--- config.mk ---
export PLATFORM = sky130hd
export DESIGN_NAME = sfr_rx_top
export DESIGN_NICKNAME = d
export VERILOG_FILES = /design/src/rtl/sfr_pkg.sv /design/src/rtl/sfr_rst_sync.sv /design/src/rtl/sfr_bit_cnt.sv /design/src/rtl/sfr_ctrl.sv /design/src/rtl/sfr_datapath.sv /design/src/rtl/sfr_rx_top.sv
export SDC_FILE = /design/constraint.sdc
export NUM_CORES = 1
export LEC_CHECK = 0
export BUFFER_PORTS_ARGS = -buffer_cell sky130_fd_sc_hd__buf_4
export CAP_MARGIN = 20
export CORE_UTILIZATION = 40
export CTS_BUF_LIST = sky130_fd_sc_hd__clkbuf_16
export DETAILED_ROUTE_END_ITERATION = 12
export GPL_ROUTABILITY_DRIVEN = 0
export PLACE_DENSITY_LB_ADDON = 0.12
export SLEW_MARGIN = 20
export SYNTH_ARGS = -nofsm -noshare
export SYNTH_HDL_FRONTEND = slang
export SYNTH_HIERARCHICAL = 1
export SYNTH_SLANG_ARGS = --single-unit
--- constraint.sdc ---
create_clock -name clk -period 1.33 [get_ports clk]
set_input_delay 0.133 -clock clk [delete_from_list [all_inputs] [get_ports clk]]
set_output_delay 0.133 -clock clk [all_outputs]
set_load 0.02 [all_outputs]
--- src/rtl/sfr_pkg.sv ---
package sfr_pkg;
  localparam int unsigned PKT_BITS_DEF = 7;

  typedef enum logic [1:0] {
    ST_IDLE = 2'd0,
    ST_ONE  = 2'd1,
    ST_DATA = 2'd2,
    ST_GAP  = 2'd3
  } rx_state_e;
endpackage

--- src/rtl/sfr_rst_sync.sv ---
module sfr_rst_sync #(
  parameter int unsigned STAGES = 2
) (
  input  logic clk,
  input  logic rst_n,
  output logic rst_n_sync
);
  logic [STAGES-1:0] chain_q;

  always_ff @(posedge clk or negedge rst_n) begin
    if (!rst_n) chain_q <= '0;
    else        chain_q <= {chain_q[STAGES-2:0], 1'b1};
  end

  assign rst_n_sync = chain_q[STAGES-1];
endmodule

--- src/rtl/sfr_bit_cnt.sv ---
module sfr_bit_cnt #(
  parameter int unsigned PKT_BITS = 7,
  localparam int unsigned CNT_W = $clog2(PKT_BITS)
) (
  input  logic             clk,
  input  logic             rst_n,
  input  logic             clr,
  input  logic             en,
  output logic [CNT_W-1:0] cnt,
  output logic             last
);
  logic [CNT_W-1:0] cnt_q, cnt_d;

  assign last = (cnt_q == CNT_W'(PKT_BITS - 1));

  always_comb begin
    cnt_d = cnt_q;
    if (clr)     cnt_d = '0;
    else if (en) cnt_d = last ? '0 : cnt_q + CNT_W'(1);
  end

  always_ff @(posedge clk or negedge rst_n) begin
    if (!rst_n) cnt_q <= '0;
    else        cnt_q <= cnt_d;
  end

  assign cnt = cnt_q;
endmodule

--- src/rtl/sfr_ctrl.sv ---
module sfr_ctrl
  import sfr_pkg::*;
(
  input  logic      clk,
  input  logic      rst_n,
  input  logic      ser_in,
  input  logic      cnt_last,
  output logic      cnt_clr,
  output logic      cnt_en,
  output logic      shift_en,
  output logic      load,
  output rx_state_e state
);
  rx_state_e state_q, state_d;

  always_comb begin
    state_d  = state_q;
    cnt_clr  = 1'b0;
    cnt_en   = 1'b0;
    shift_en = 1'b0;
    load     = 1'b0;
    unique case (state_q)
      ST_IDLE: if (ser_in) state_d = ST_ONE;
      ST_ONE: begin
        if (ser_in) begin
          state_d = ST_DATA;
          cnt_clr = 1'b1;
        end else begin
          state_d = ST_IDLE;
        end
      end
      ST_DATA: begin
        cnt_en   = 1'b1;
        shift_en = 1'b1;
        if (cnt_last) begin
          load    = 1'b1;
          state_d = ST_GAP;
        end
      end
      ST_GAP: begin
        if (ser_in) begin
          state_d = ST_DATA;
          cnt_clr = 1'b1;
        end else begin
          state_d = ST_IDLE;
        end
      end
      default: state_d = ST_IDLE;
    endcase
  end

  always_ff @(posedge clk or negedge rst_n) begin
    if (!rst_n) state_q <= ST_IDLE;
    else        state_q <= state_d;
  end

  assign state = state_q;
endmodule

--- src/rtl/sfr_datapath.sv ---
module sfr_datapath #(
  parameter int unsigned PKT_BITS = 7,
  localparam int unsigned WORD_W = PKT_BITS + 1
) (
  input  logic              clk,
  input  logic              rst_n,
  input  logic              ser_in,
  input  logic              par_even,
  input  logic              shift_en,
  input  logic              load,
  output logic [WORD_W-1:0] word,
  output logic              stb
);
  logic [PKT_BITS-2:0] sh_q, sh_d;
  logic [PKT_BITS-1:0] pkt;
  logic                par_bit;
  logic [WORD_W-1:0]   word_q, word_d;
  logic                ld_q, stb_q;

  assign pkt     = {sh_q, ser_in};
  assign par_bit = (^pkt) ^ ~par_even;

  always_comb begin
    sh_d = sh_q;
    if (shift_en) sh_d = pkt[PKT_BITS-2:0];
  end

  always_comb begin
    word_d = word_q;
    if (load) word_d = {par_bit, pkt};
  end

  always_ff @(posedge clk or negedge rst_n) begin
    if (!rst_n) begin
      sh_q   <= '0;
      word_q <= '0;
      ld_q   <= 1'b0;
      stb_q  <= 1'b0;
    end else begin
      sh_q   <= sh_d;
      word_q <= word_d;
      ld_q   <= load;
      stb_q  <= ld_q;
    end
  end

  assign word = word_q;
  assign stb  = stb_q;
endmodule

--- src/rtl/sfr_rx_top.sv ---
module sfr_rx_top
  import sfr_pkg::*;
#(
  parameter int unsigned PKT_BITS = PKT_BITS_DEF,
  localparam int unsigned WORD_W = PKT_BITS + 1,
  localparam int unsigned CNT_W  = $clog2(PKT_BITS)
) (
  input  logic              clk,
  input  logic              rst_n,
  input  logic              ser_in,
  input  logic              par_even,
  output logic [WORD_W-1:0] word_out,
  output logic              word_stb
);
  logic             rst_n_s;
  logic             cnt_clr, cnt_en, cnt_last, shift_en, load;
  logic [CNT_W-1:0] cnt;
  rx_state_e        state;

  sfr_rst_sync #(.STAGES(2)) u_rst (
    .clk(clk), .rst_n(rst_n), .rst_n_sync(rst_n_s)
  );

  sfr_bit_cnt #(.PKT_BITS(PKT_BITS)) u_cnt (
    .clk(clk), .rst_n(rst_n_s), .clr(cnt_clr), .en(cnt_en),
    .cnt(cnt), .last(cnt_last)
  );

  sfr_ctrl u_ctrl (
    .clk(clk), .rst_n(rst_n_s), .ser_in(ser_in), .cnt_last(cnt_last),
    .cnt_clr(cnt_clr), .cnt_en(cnt_en), .shift_en(shift_en),
    .load(load), .state(state)
  );

  sfr_datapath #(.PKT_BITS(PKT_BITS)) u_dp (
    .clk(clk), .rst_n(rst_n_s), .ser_in(ser_in), .par_even(par_even),
    .shift_en(shift_en), .load(load), .word(word_out), .stb(word_stb)
  );

  // the counter never runs past the packet length while collecting
  a_r4_cnt_in_range: assert property (@(posedge clk) disable iff (!rst_n_s)
    (state == ST_DATA) |-> (cnt < CNT_W'(PKT_BITS)));

  // strobe is a single-clock pulse
  a_r8_stb_single: assert property (@(posedge clk) disable iff (!rst_n_s)
    word_stb |=> !word_stb);

  // word already stable when strobed and stays for the next clock
  a_r9_stable_at_stb: assert property (@(posedge clk) disable iff (!rst_n_s)
    word_stb |-> $stable(word_out));
  a_r9_hold_after_stb: assert property (@(posedge clk) disable iff (!rst_n_s)
    word_stb |=> $stable(word_out));

  // total ones parity matches select seen at the seventh data bit
  a_r5_parity_ok: assert property (@(posedge clk) disable iff (!rst_n_s)
    word_stb |-> ((^word_out) == ~$past(par_even, 2)));

  // a settled idle line never carries a strobe
  a_r1_idle_quiet: assert property (@(posedge clk) disable iff (!rst_n_s)
    (state == ST_IDLE && $past(state) == ST_IDLE) |-> !word_stb);
endmodule

==> flow_metrics.tcl <==
set metrics [dict create \
    run_status "complete, no violations" \
    grt_pass1_vias 559 \
    cp-start-kind "flop" \
    required_ns 1.46 \
    min_path_type "in2reg" \
    path_buf_inv 1 \
    combPwrFrac_pct 40.3 \
    multi_input_area_um2 350 \
    slew_viol_final 0 \
    diodes 0 \
    dp.cells 111 \
    power_density_mw_per_mm2 2440 \
    port_buffers 12 \
    numCtsBuffers 3 \
    fin_util_pct 54.4 \
    wl_per_cell_um 11.9 \
    nets 94 \
    core_area_mm2 0.00221 \
    rrSetupSlack_ns 0.09 \
    cts_max_level 1 \
    worstPathCellList "nor2b_4 -> and2_4 -> buf_4 -> mux2_2" \
    ant_nets 0 \
    vias 568 \
    yosysSeqAreaShare_pct 61.8 \
    pwr-share-seq_pct 38.8 \
    cts.path.max_buffers 2 \
    finalSetupTns_ns 0 \
    syn_avg_cell_area_um2 13.9 \
    hold_path_end "u_dp/sh_q[0]" \
    grt_max_degree 22 \
    r2r_start "u_ctrl/state[0]" \
    total_leakage_power_nw 0.574 \
    internal_power_mw 2.04 \
    io_pins 13 \
    grt_first_pass_wirelength_mm 2.48 \
    worst_r2r_path_depth 4 \
    die_w_um 50.2 \
    syn_nets 71 \
    path_delay_family "flip-flops" \
    die_area_mm2 0.00252 \
    hp-start "ser_in" \
    insertion_delay_ns 0.25 \
    drive_gt1_share_pct 47.2 \
    switching_power_mw 0.901 \
    vias_per_cell 4.85 \
    maxCapViolations 0 \
    fp-row-count 17 \
    cts_root_buf "clkbuf_16" \
    crit_path_max_incr_delay_ns 0.41 \
    fillers 201 \
    setup-violations-final 0 \
    final_common_cell "dfrtp_1" \
    grt-ovfl-total 0 \
    path_clk_slew_ns 0.06 \
    cp_data_arrival_time_ns 1.38 \
    track_usage_pct 13.4 \
    drt-initial-drc-count 3 \
    crit_type "reg2reg" \
    totalWireLength_mm 1.39 \
    final_cell_mix "dfrtp_1 (23), buf_4 (19), mux2_2 (13)" \
    area_delta_synth_final_pct 29.3 \
    clock_skew_ns 0.00165 \
    period_minus_slack_ns 1.24 \
    vdd_drop_max_mv 1.45 \
    hold_viol 0 \
    timing.final.ws_setup_ns 0.0855 \
    cpMaxStageDelayCell "dfrtp_1" \
    tritoncts "done" \
    rsz0062_at_grt "no" \
    p_clk_share_pct 20.9 \
    stdcell_count 117 \
    dp_worst_setup_slack_ns -0.00113 \
    maxClockFrequency_ghz 0.804 \
    fin_crit_sh_pct 93.6 \
    antenna_found_initial 0 \
    die_h_um 50.2 \
    ys_warn_count 6 \
    holdPathStages 2 \
    cp_max_fo 4 \
    syn_area_um2 931 \
    yosys_register_bits 23 \
    cts.sinks 23 \
    dp_hpwl_um 977 \
    regArea_um2 576 \
    hold_slack_ns 0.167 \
    r2r-end "u_dp/word[5]" \
    ys_types 17 \
    initial_utilization_pct 42.1 \
    swShare_pct 30.6 \
    crit_start "u_ctrl/state[0]" \
    endpoint_kind "flop" \
    synthCells 67 \
    drt_first_pass_iters 4 \
    drc 0 \
]
## how the worst max path moves through the flow
stage,slack (ns),end,cells after the start
after global placement,0.03,u_dp/word[4],5
after detailed placement,-0.001,u_dp/word[2],5
after floorplan,0.009,u_dp/word[0],4
final,0.09,u_dp/word[5],4
after global routing,0.003,u_dp/word[5],5
after CTS,0.04,u_dp/word[2],5
## cell type report
cell class                 instances  area share (%)
sequential                        23            47.8
tap                               28            2.91
multi-input combinational         41            29.1
clock buffer                       3            6.24
timing repair buffer              21            13.6
clock inverter                     1           0.312
## layer usage
| layer | GRT usage [%] | wire length (um) | vias up |
|---|---|---|---|
| li1 | - | - | 269 |
| met1 | 17.6 | 644 | 283 |
| met5 | 0 | 0 | - |
| met3 | 3.94 | 68 | 2 |
| met4 | 4.29 | 8 | 0 |
| met2 | 21.1 | 668 | 14 |
## state kept, by name, summed over array words and instances, names as in the netlist, named ones only
name / flops
u_dp/ld_q: 1
u_dp/word: 8
u_dp/sh_q: 6
u_ctrl/state: 1
u_cnt/cnt: 3
u_rst/chain_q: 2
u_dp/stb: 1
## power groups by stage
stage / clock network [mW] / registers (mW) / logic [mW]
after global placement: 0 / 1.16 / 1.14
final: 0.615 / 1.14 / 1.19
after global routing: 0.665 / 1.18 / 1.30
after detailed placement: 0 / 1.16 / 1.16
after CTS: 0.640 / 1.14 / 1.20
after floorplan: 0 / 1.26 / 0.728
## through the flow
stage / power, mW / area, um^2
finish: 2.94 / 1200
global placement: 2.31 / 1100
detailed placement: 2.33 / 1100
CTS: 2.98 / 1190
global route: 3.15 / 1200
floorplan: 1.99 / 947
## kinds of logic (layout without fill, tap and decap cells)
group | count (synthesis) | in the layout | share of synthesized area [%]
flops | 23 | 23 | 61.8
xor+xnor | 7 | 7 | 6.59
simple gates | 14 | 14 | 8.47
compound gates | 3 | 3 | 1.61
other cells | 1 | 1 | 0.403
buf+inv | 3 | 25 | 1.61
mux | 16 | 16 | 19.5
## cell usage after synthesis, drive strengths merged
cell	number	area share, %
clkbuf	2	0.81
xnor2	7	6.6
nor2b	1	0.94
dfrtp	23	62
buf	1	0.81
nand2	3	1.2
or2	1	0.67
a21oi	3	1.6
nand4b	1	0.94
nor3	1	1.1
mux2i	2	2.2
nor2	5	2.0
and2	2	1.6
conb	1	0.40
mux2	14	17
## what timing repair did
action | CTS | global route
gates resized for setup | 0 | 3
setup endpoints to repair | 5 | 8
endpoints found under the hold margin | 2 | 0
hold buffers | 1 | 0
setup buffers | 1 | 0
Note: power is estimated with default switching activity, not from simulation.
